## src/rtl/pfa_pkg.sv

```systemverilog
package pfa_pkg;

  typedef enum logic [1:0] {
    TAG_HDR  = 2'd0,
    TAG_PIL  = 2'd1,
    TAG_DATA = 2'd2
  } field_tag_t;

  typedef enum logic [2:0] {
    ST_IDLE = 3'd0,
    ST_MARK = 3'd1,
    ST_ACQ  = 3'd2,
    ST_PIL  = 3'd3,
    ST_DATA = 3'd4
  } seq_state_t;

  function automatic int max_of(input int a, input int b);
    return (a > b) ? a : b;
  endfunction

endpackage

```

## src/rtl/pfa_sequencer.sv

```systemverilog
module pfa_sequencer
  import pfa_pkg::*;
#(
  parameter int MODE_W    = 3,
  parameter int IDX_W     = 9,
  parameter int MARK_LEN  = 128,
  parameter int ACQ_LEN   = 128,
  parameter int NUM_SUB   = 20,
  parameter int SUB_LEN   = 405,
  parameter int PIL_LONG  = 18,
  parameter int PIL_SHORT = 12,
  parameter int QPSK_CODE = 0
) (
  input  logic              clk,
  input  logic              rst,
  input  logic              frame_go,
  input  logic [MODE_W-1:0] mode_sel,
  input  logic              in_valid,
  output seq_state_t        state,
  output logic [IDX_W-1:0]  idx,
  output logic              emit,
  output logic              sof_sym,
  output logic              in_ready
);

  localparam int SUB_W = $clog2(NUM_SUB + 1);
  localparam logic [IDX_W-1:0] MARK_LAST = IDX_W'(MARK_LEN - 1);
  localparam logic [IDX_W-1:0] ACQ_LAST  = IDX_W'(ACQ_LEN - 1);
  localparam logic [IDX_W-1:0] SUB_LAST  = IDX_W'(SUB_LEN - 1);
  localparam logic [IDX_W-1:0] PLEN_L    = IDX_W'(PIL_LONG);
  localparam logic [IDX_W-1:0] PLEN_S    = IDX_W'(PIL_SHORT);
  localparam logic [SUB_W-1:0] SUB_TRAIL = SUB_W'(NUM_SUB);
  localparam logic [SUB_W-1:0] SUB_FINAL = SUB_W'(NUM_SUB - 1);
  localparam logic [MODE_W-1:0] QPSK_M   = MODE_W'(QPSK_CODE);

  logic [SUB_W-1:0] sub_q;
  logic [IDX_W-1:0] pil_len_q;
  logic [IDX_W-1:0] pil_pick;
  logic             pil_end;

  // Pilot length chosen from the mode presented at frame start.
  assign pil_pick = (mode_sel == QPSK_M) ? PLEN_L : PLEN_S;
  assign pil_end  = (idx == pil_len_q - 1'b1);

  always_ff @(posedge clk) begin
    if (rst) begin
      state     <= ST_IDLE;
      idx       <= '0;
      sub_q     <= '0;
      pil_len_q <= PLEN_L;
    end else begin
      case (state)
        ST_IDLE: begin
          if (frame_go) begin
            state     <= ST_MARK;
            idx       <= '0;
            sub_q     <= '0;
            pil_len_q <= pil_pick;
          end
        end
        ST_MARK: begin
          if (idx == MARK_LAST) begin
            state <= ST_ACQ;
            idx   <= '0;
          end else begin
            idx <= idx + 1'b1;
          end
        end
        ST_ACQ: begin
          if (idx == ACQ_LAST) begin
            state <= ST_PIL;
            idx   <= '0;
          end else begin
            idx <= idx + 1'b1;
          end
        end
        ST_PIL: begin
          if (pil_end) begin
            idx <= '0;
            if (sub_q == SUB_TRAIL) begin
              // Trailing pilot finished: chain the next frame or rest.
              sub_q <= '0;
              if (frame_go) begin
                state     <= ST_MARK;
                pil_len_q <= pil_pick;
              end else begin
                state <= ST_IDLE;
              end
            end else begin
              state <= ST_DATA;
            end
          end else begin
            idx <= idx + 1'b1;
          end
        end
        ST_DATA: begin
          if (in_valid) begin
            if (idx == SUB_LAST) begin
              state <= ST_PIL;
              idx   <= '0;
              sub_q <= (sub_q == SUB_FINAL) ? SUB_TRAIL : sub_q + 1'b1;
            end else begin
              idx <= idx + 1'b1;
            end
          end
        end
        default: begin
          state <= ST_IDLE;
          idx   <= '0;
        end
      endcase
    end
  end

  always_comb begin
    in_ready = (state == ST_DATA);
    sof_sym  = (state == ST_MARK) && (idx == '0);
    case (state)
      ST_MARK, ST_ACQ, ST_PIL: emit = 1'b1;
      ST_DATA:                 emit = in_valid;
      default:                 emit = 1'b0;
    endcase
  end

endmodule

```

## src/rtl/pfa_symbol_gen.sv

```systemverilog
module pfa_symbol_gen
  import pfa_pkg::*;
#(
  parameter int SYM_W = 8,
  parameter int IDX_W = 9,
  parameter logic [SYM_W-1:0] MARK_KEY = 'hA5,
  parameter logic [SYM_W-1:0] PIL_KEY  = 'h96,
  parameter logic [SYM_W-1:0] ACQ_EVEN = 'h33,
  parameter logic [SYM_W-1:0] ACQ_ODD  = 'hCC
) (
  input  seq_state_t       state,
  input  logic [IDX_W-1:0] idx,
  input  logic [SYM_W-1:0] in_sym,
  output logic [SYM_W-1:0] sym,
  output field_tag_t       tag
);

  logic [SYM_W-1:0] idx_s;

  // Position index brought to the symbol width.
  generate
    if (IDX_W >= SYM_W) begin : g_trunc
      assign idx_s = SYM_W'(idx);
    end else begin : g_ext
      assign idx_s = {{(SYM_W - IDX_W){1'b0}}, idx};
    end
  endgenerate

  always_comb begin
    case (state)
      ST_MARK: begin
        sym = MARK_KEY ^ idx_s;
        tag = TAG_HDR;
      end
      ST_ACQ: begin
        sym = idx_s[0] ? ACQ_ODD : ACQ_EVEN;
        tag = TAG_HDR;
      end
      ST_PIL: begin
        sym = PIL_KEY ^ idx_s;
        tag = TAG_PIL;
      end
      ST_DATA: begin
        sym = in_sym;
        tag = TAG_DATA;
      end
      default: begin
        sym = '0;
        tag = TAG_HDR;
      end
    endcase
  end

endmodule

```

## src/rtl/pfa_out_stage.sv

```systemverilog
module pfa_out_stage
  import pfa_pkg::*;
#(
  parameter int SYM_W = 8
) (
  input  logic             clk,
  input  logic             rst,
  input  logic             emit,
  input  logic             sof_sym,
  input  logic [SYM_W-1:0] sym,
  input  field_tag_t       tag,
  output logic             out_valid,
  output logic             out_sof,
  output logic [SYM_W-1:0] out_sym,
  output logic [1:0]       out_tag
);

  always_ff @(posedge clk) begin
    if (rst) begin
      out_valid <= 1'b0;
      out_sof   <= 1'b0;
      out_sym   <= '0;
      out_tag   <= TAG_HDR;
    end else begin
      out_valid <= emit;
      out_sof   <= emit && sof_sym;
      if (emit) begin
        out_sym <= sym;
        out_tag <= tag;
      end
    end
  end

endmodule

```

## src/rtl/pilot_frame_assembler.sv

```systemverilog
module pilot_frame_assembler
  import pfa_pkg::*;
#(
  parameter int SYM_W     = 8,
  parameter int MODE_W    = 3,
  parameter int MARK_LEN  = 128,
  parameter int ACQ_LEN   = 128,
  parameter int NUM_SUB   = 20,
  parameter int SUB_LEN   = 405,
  parameter int PIL_LONG  = 18,
  parameter int PIL_SHORT = 12,
  parameter int QPSK_CODE = 0,
  parameter logic [SYM_W-1:0] MARK_KEY = 'hA5,
  parameter logic [SYM_W-1:0] PIL_KEY  = 'h96,
  parameter logic [SYM_W-1:0] ACQ_EVEN = 'h33,
  parameter logic [SYM_W-1:0] ACQ_ODD  = 'hCC
) (
  input  logic              clk,
  input  logic              rst,
  input  logic              frame_go,
  input  logic [MODE_W-1:0] mode_sel,
  input  logic              in_valid,
  output logic              in_ready,
  input  logic [SYM_W-1:0]  in_sym,
  output logic              out_valid,
  output logic [SYM_W-1:0]  out_sym,
  output logic [1:0]        out_tag,
  output logic              out_sof
);

  localparam int MAX_FIELD = max_of(max_of(MARK_LEN, ACQ_LEN),
                                    max_of(SUB_LEN, max_of(PIL_LONG, PIL_SHORT)));
  localparam int IDX_W     = $clog2(MAX_FIELD + 1);

  seq_state_t       state;
  logic [IDX_W-1:0] idx;
  logic             emit;
  logic             sof_sym;
  logic [SYM_W-1:0] sym;
  field_tag_t       tag;

  pfa_sequencer #(
    .MODE_W    (MODE_W),
    .IDX_W     (IDX_W),
    .MARK_LEN  (MARK_LEN),
    .ACQ_LEN   (ACQ_LEN),
    .NUM_SUB   (NUM_SUB),
    .SUB_LEN   (SUB_LEN),
    .PIL_LONG  (PIL_LONG),
    .PIL_SHORT (PIL_SHORT),
    .QPSK_CODE (QPSK_CODE)
  ) i_seq (
    .clk      (clk),
    .rst      (rst),
    .frame_go (frame_go),
    .mode_sel (mode_sel),
    .in_valid (in_valid),
    .state    (state),
    .idx      (idx),
    .emit     (emit),
    .sof_sym  (sof_sym),
    .in_ready (in_ready)
  );

  pfa_symbol_gen #(
    .SYM_W    (SYM_W),
    .IDX_W    (IDX_W),
    .MARK_KEY (MARK_KEY),
    .PIL_KEY  (PIL_KEY),
    .ACQ_EVEN (ACQ_EVEN),
    .ACQ_ODD  (ACQ_ODD)
  ) i_symgen (
    .state  (state),
    .idx    (idx),
    .in_sym (in_sym),
    .sym    (sym),
    .tag    (tag)
  );

  pfa_out_stage #(
    .SYM_W (SYM_W)
  ) i_out (
    .clk       (clk),
    .rst       (rst),
    .emit      (emit),
    .sof_sym   (sof_sym),
    .sym       (sym),
    .tag       (tag),
    .out_valid (out_valid),
    .out_sof   (out_sof),
    .out_sym   (out_sym),
    .out_tag   (out_tag)
  );

endmodule

```

## config.mk

```make
export PLATFORM = sky130hd
export DESIGN_NAME = pilot_frame_assembler
export DESIGN_NICKNAME = d
export VERILOG_FILES = /design/src/rtl/pfa_pkg.sv /design/src/rtl/pfa_sequencer.sv /design/src/rtl/pfa_symbol_gen.sv /design/src/rtl/pfa_out_stage.sv /design/src/rtl/pilot_frame_assembler.sv
export SDC_FILE = /design/constraint.sdc
export NUM_CORES = 1
export LEC_CHECK = 0
export ABC_AREA = 1
export ABC_CLOCK_PERIOD_IN_PS = 2160
export BUFFER_PORTS_ARGS = -buffer_cell sky130_fd_sc_hd__buf_2
export CAP_MARGIN = 20
export CORE_MARGIN = 2
export CORE_UTILIZATION = 45
export CTS_CLUSTER_SIZE = 28
export DETAILED_ROUTE_END_ITERATION = 10
export PLACE_DENSITY = 0.65
export SLEW_MARGIN = 5
export SYNTH_ARGS = -nofsm -noshare
export SYNTH_HDL_FRONTEND = slang
export SYNTH_SLANG_ARGS = --single-unit
```

## constraint.sdc

```tcl
create_clock -name clk -period 2.16 [get_ports clk]
set_input_delay 0.108 -clock clk [delete_from_list [all_inputs] [get_ports clk]]
set_output_delay 0.108 -clock clk [all_outputs]
set_load 0.05 [all_outputs]
```

## Word-level counts from Yosys, hierarchy flattened

Index checks and enable logic that the tools add are counted.

- Multiplexer cells: 31
- Add/subtract/negate cells: 3
- Bitwise gates (word level): 2
- Equal/unequal tests: 16
- Reductions and logical operators: 13

Operators by type and width:

| cell | count |
|---|---|
| $mux 9 | 8 |
| $pmux 9 s4 | 1 |
| $mux 5 | 7 |
| $pmux 8 s4 | 1 |
| $mux 3 | 7 |
| $pmux 9 s2 | 1 |
| $pmux 3 s5 | 1 |
| $pmux 5 s3 | 1 |
| $reduce_and 6->1 | 2 |
| $eq 5x5->1 const B | 2 |
| $ne 2x1->1 const B | 5 |
| $add 9x1->9 const B | 1 |
| $eq 9x7->1 const B | 1 |
| $eq 9x9->1 | 1 |
| $eq 9x9->1 const B | 1 |
| $logic_not 9->1 | 1 |
| $sub 9x1->9 const B | 1 |
| $mux 8 | 1 |
| $not 4->4 | 2 |
| $eq 3x2->1 const B | 2 |
| $logic_not 3->1 | 2 |
| $add 5x1->5 const B | 1 |
| $ne 2x2->1 const B | 2 |
| $pmux 2 s2 | 1 |
| 11 further kinds | 12 |

- Word-level logic and storage cells: 73
- Register bits after elaboration: 38
- Output and inout port bits: 13
- Input port bits: 15

## Logic depth before layout (Yosys ltp)

- Depth in word-level cells: 6
- Gate-level depth with buffers: 13
- Depth with buffers taken out: 13

## Modules after synthesis

A second synthesis with hierarchy kept.

- Cells, all modules: 337
- Area, all modules: 2133.3 um^2

By module, submodules not included:

| module | instances | sequential area each (um^2) | area each (um^2) | cells each |
|---|---|---|---|---|
| pfa_sequencer | 1 | 380.4 | 1410.1 | 209 |
| pfa_out_stage | 1 | 240.2 | 469.2 | 69 |
| pfa_symbol_gen | 1 | 0.0 | 254.0 | 59 |

## Worst setup path after synthesis

No wires, ideal clock.

- Path type: register to register
- Start point: register i_seq.pil_len_q[1]
- End point: register i_seq.pil_len_q[3]
- Arrival: 1.507 ns
- Stages on the path, launching flop included: 14
- Buffers on the path: 1
- Clock period less this slack: 1.617 ns
- Library setup time: 0.110 ns
- Required time: 2.050 ns
- Path slack: 0.543 ns
- Cell sequence: dfxtp_1 inv_1 ha_1 nand2_1 nand2_1 inv_1 nand2_1 nor2_1 nand3_1 nand2_2 buf_6 nand4_1 nand2_1 nor2_1

- Longest elaborated chain between the ends: 4

Ends and longest elaborated chain:

| element | line | RTL |
|---|---|---|
| from (decl) | pfa_sequencer.sv:37 | `logic [IDX_W-1:0] pil_len_q;` |
| from (signal assigned) | pfa_sequencer.sv:58 | `pil_len_q <= pil_pick;` |
| from (signal assigned) | pfa_sequencer.sv:85 | `pil_len_q <= pil_pick;` |
| $sub 9x1->9 | pfa_sequencer.sv:43 | `assign pil_end = (idx == pil_len_q - 1'b1);` |
| $eq 9x9->1 | pfa_sequencer.sv:43 |  |
| $ne 2x1->1 (no line) | - |  |
| $reduce_and 3->1 (no line) | - |  |

No other way between the ends.
A chain may end at the register's enable or synchronous reset.

## Final worst setup path

- Start point: register i_seq.pil_len_q[1]
- End point: register i_seq.state[1]

- Longest elaborated chain between the ends: 4

Ends and longest elaborated chain:

| element | line | RTL |
|---|---|---|
| $sub 9x1->9 | pfa_sequencer.sv:43 |  |
| $eq 9x9->1 | pfa_sequencer.sv:43 |  |
| $ne 2x1->1 (no line) | - |  |
| $reduce_and 6->1 (no line) | - |  |
| to (signal assigned) | pfa_sequencer.sv:47 | `state <= ST_IDLE;` |
| to (signal assigned) | pfa_sequencer.sv:55 | `state <= ST_MARK;` |
| to (signal assigned) | pfa_sequencer.sv:63 | `state <= ST_ACQ;` |
| to (decl) | pfa_sequencer.sv:19 | `output seq_state_t state,` |

No other way between the ends.

==> flow_metrics.py <==
metrics = {
    "power_and_ir_drop": {
        "vdd_ir_drop_max_v": 0.000782,
        "power.leakage_nw": 1.07,
        "p_per_area_nw_per_um2": 1310,
    },
    "outcome": {
        "outcome": "completed",
    },
    "route": {
        "wl_met1_mm": 2.32,
        "drt_wl_total_mm": 4.85,
        "final_antenna_net_count": 0,
        "drt_iter0_drc": 119,
        "num_vias": 1935,
        "routed_via_density": 5.22,
        "avgRoutedWirePerCell_um": 13.1,
        "top_layer": "met4",
        "drc": 0,
        "drt_first_pass_iters": 4,
        "wl_met3_um": 210,
        "met2_length_mm": 2.23,
    },
    "cts": {
        "cts_tree": "built",
        "numCtsBuffers": 5,
        "clock_latency_ns": 0.29,
        "h-tree-depth": 2,
        "clkSinkCount": 31,
        "hold_buffers": 0,
        "clk_transition_reported_paths_ns": 0.07,
        "ctsResizeCount": 0,
        "root_buffer": "clkbuf_8",
        "cts_setup_buffers": 0,
        "ctsLongestPathBuffers": 2,
    },
    "yosys": {
        "syn_nets": 315,
        "async_reset_ff_frac": 0,
        "ys_seq_area_frac": 0.310,
        "synth_cell_types": 31,
        "ys_warn_count": 0,
        "synthFlopType": "dfxtp_1",
        "synth_area_um2": 2000,
        "syn_inst": 293,
        "synth_area_per_cell_um2": 6.82,
        "ys_ff_latch": 31,
        "synth_edf_count": 0,
    },
    "sta": {
        "slew_headroom": 0.543,
        "fmax_mhz": 531,
        "fin_crit_ns": 1.88,
        "finalHoldViolCount": 0,
        "min_period_over_period": 0.872,
        "setup_tns_ns": 0,
        "finalSetupViolCount": 0,
        "drv_slew": 0,
        "clock_skew_ns": 0.00828,
        "rsz0062_at_grt": "false",
        "worst_pin_slew_ns": 0.685,
    },
    "run": {
        "drv_cap": 0,
    },
    "global_route": {
        "grt_pass1_vias": 1782,
        "grt-ovfl-total": 0,
        "grt_max_degree": 22,
        "gr-usage-all-layers": 0.206,
        "grt_pass1_wl_mm": 8.25,
        "antenna_found_initial": 0,
    },
    "floorplanning": {
        "die-area_um2": 4990,
        "rows": 24,
        "core_um2": 4320,
        "die-width_um": 70.7,
        "io_pins": 28,
        "die_y_um": 70.7,
        "start_util": 0.462,
    },
    "critical_path": {
        "crit_path_max_fanout": 13,
        "slowest_stage": "dfxtp_1",
        "cpLargestDelayFamily": "simple AND/OR/NAND/NOR gates",
        "crit_path_max_incr_delay_ns": 0.37,
        "crit_path_start_kind": "register",
        "cp_cell_sequence": "inv_1 -> ha_1 -> nand2_1 -> nand2_1 -> inv_1 -> nand2_1 -> nor2_1 -> nand3_1 -> nand2_2 -> nand3_4 -> nand2_1 -> inv_1 -> nor2_1",
        "cp.buffers_inverters": 3,
        "crit_type": "reg2reg",
        "worstPathArrival_ns": 2.10,
        "cp_common_cell": "nand2_1",
        "endpoint_kind": "register",
        "worstPathRequired_ns": 2.38,
    },
    "final_layout": {
        "synthToLayoutAreaGrowth_pct": 13.2,
        "layout.nets": 340,
        "n_antenna_cell": 0,
        "fill_cells": 447,
        "multi_input_area_um2": 1170,
        "post-route-util": 0.523,
        "seq_area_um2": 621,
        "layout-drive-gt1-share": 0.213,
    },
    "place": {
        "gp_congestion": 0.837,
        "io_buffer_count": 27,
        "dp_hpwl_mm": 3.67,
    },
    "worst_hold_path": {
        "hold_class": "in2reg",
    },
}
[registers in the layout (all words and copies together), names as in the netlist]
name,count
i_out.out_sof,1
i_out.out_sym,8
i_out.out_tag,2
i_out.out_valid,1
i_seq.idx,9
i_seq.pil_len_q,2
i_seq.state,3
i_seq.sub_q,5
[cell usage after synthesis (all sizes together) (3+ instances only)]
cell	instances	area share
nand2	78	0.16
inv	42	0.079
nor2	35	0.093
dfxtp	31	0.31
nand3	25	0.083
o21ai	18	0.045
a21oi	13	0.033
nand4	11	0.034
buf	7	0.023
ha	7	0.044
xor2	5	0.022
a221oi	3	0.013
a41oi	3	0.013
nand3b	3	0.011
xnor2	3	0.013
[through the flow]
| step | setup slack [ns] | hold WS (ns) | cells | total power [mW] | area [um^2] |
|---|---|---|---|---|---|
| 2_1_floorplan | 0.543 | 0.268 | 293 | 2.05 | 2000 |
| 3_3_place_gp | 0.382 | 0.383 | 363 | 2.34 | 2150 |
| 3_5_place_dp | 0.293 | 0.389 | 363 | 2.35 | 2150 |
| 4_1_cts | 0.261 | 0.0844 | 371 | 2.96 | 2260 |
| 5_1_grt | 0.0943 | 0.0958 | 371 | 3.17 | 2260 |
| 6_report | 0.276 | 0.0813 | 371 | 2.96 | 2260 |
[final timing paths]
check                          start               end  slack [ns]  cells after the start
setup / recovery  i_seq.pil_len_q[1]    i_seq.state[1]        0.28                     13
hold / removal             in_sym[7]  i_out.out_sym[7]        0.08                      3
setup reg to reg  i_seq.pil_len_q[1]    i_seq.state[1]        0.28                     13
hold reg to reg     i_out.out_tag[0]  i_out.out_tag[0]        0.46                      2
[kinds of logic (layout without fill, tap and decap cells)]
group | count (synthesis) | in the layout | share of synthesized area
xor+xnor | 8 | 8 | 0.0350
simple gates | 156 | 156 | 0.391
flops | 31 | 31 | 0.310
fa+ha+maj | 7 | 7 | 0.0438
buf+inv | 51 | 77 | 0.106
compound gates | 40 | 40 | 0.114
[routing by layer]
metal,vias to the layer above,track usage
li1,997,-
met1,880,0.284
met2,49,0.321
met3,9,0.0385
met4,0,0.0818
met5,-,0
[area by class of cell]
class	count	share of cell area
tap	52	0.0287
clock inverter	2	0.0155
sequential	31	0.274
inverter	42	0.0697
multi-input combinational	211	0.516
clock buffer	6	0.0365
timing repair buffer	27	0.0597
[power by group]
part / switching (mW) / leakage, nW / internal [mW] / total [mW]
registers: 0.0889 / 0.253 / 0.701 / 0.789
clock network: 0.238 / 0.0612 / 0.373 / 0.611
logic: 1.10 / 0.752 / 0.460 / 1.56
total: 1.42 / 1.07 / 1.53 / 2.96
[cells in the final DEF, fill, tap and decap left out, drive strengths merged, types with 3 or more instances in the layout]
master	Yosys	routed
o21ai	18	18
ha	7	7
clkbuf	2	6
a21oi	13	13
dfxtp	31	31
xor2	5	5
a221oi	3	3
nand3b	3	3
buf	7	27
nand4	11	11
xnor2	3	3
a41oi	3	3
nor2	35	35
inv	42	42
nand3	25	25
nand2	78	78
[worst register-to-register path: cells and delay by family, from the launching register on]
| family | cells | cell delay, ns |
|---|---|---|
| AND/OR/NAND/NOR | 9 | 0.95 |
| flip-flops | 1 | 0.37 |
| adder cells (fa/ha/maj) | 1 | 0.32 |
| buffers and inverters | 3 | 0.17 |
Power figures use the tool's default switching activity.
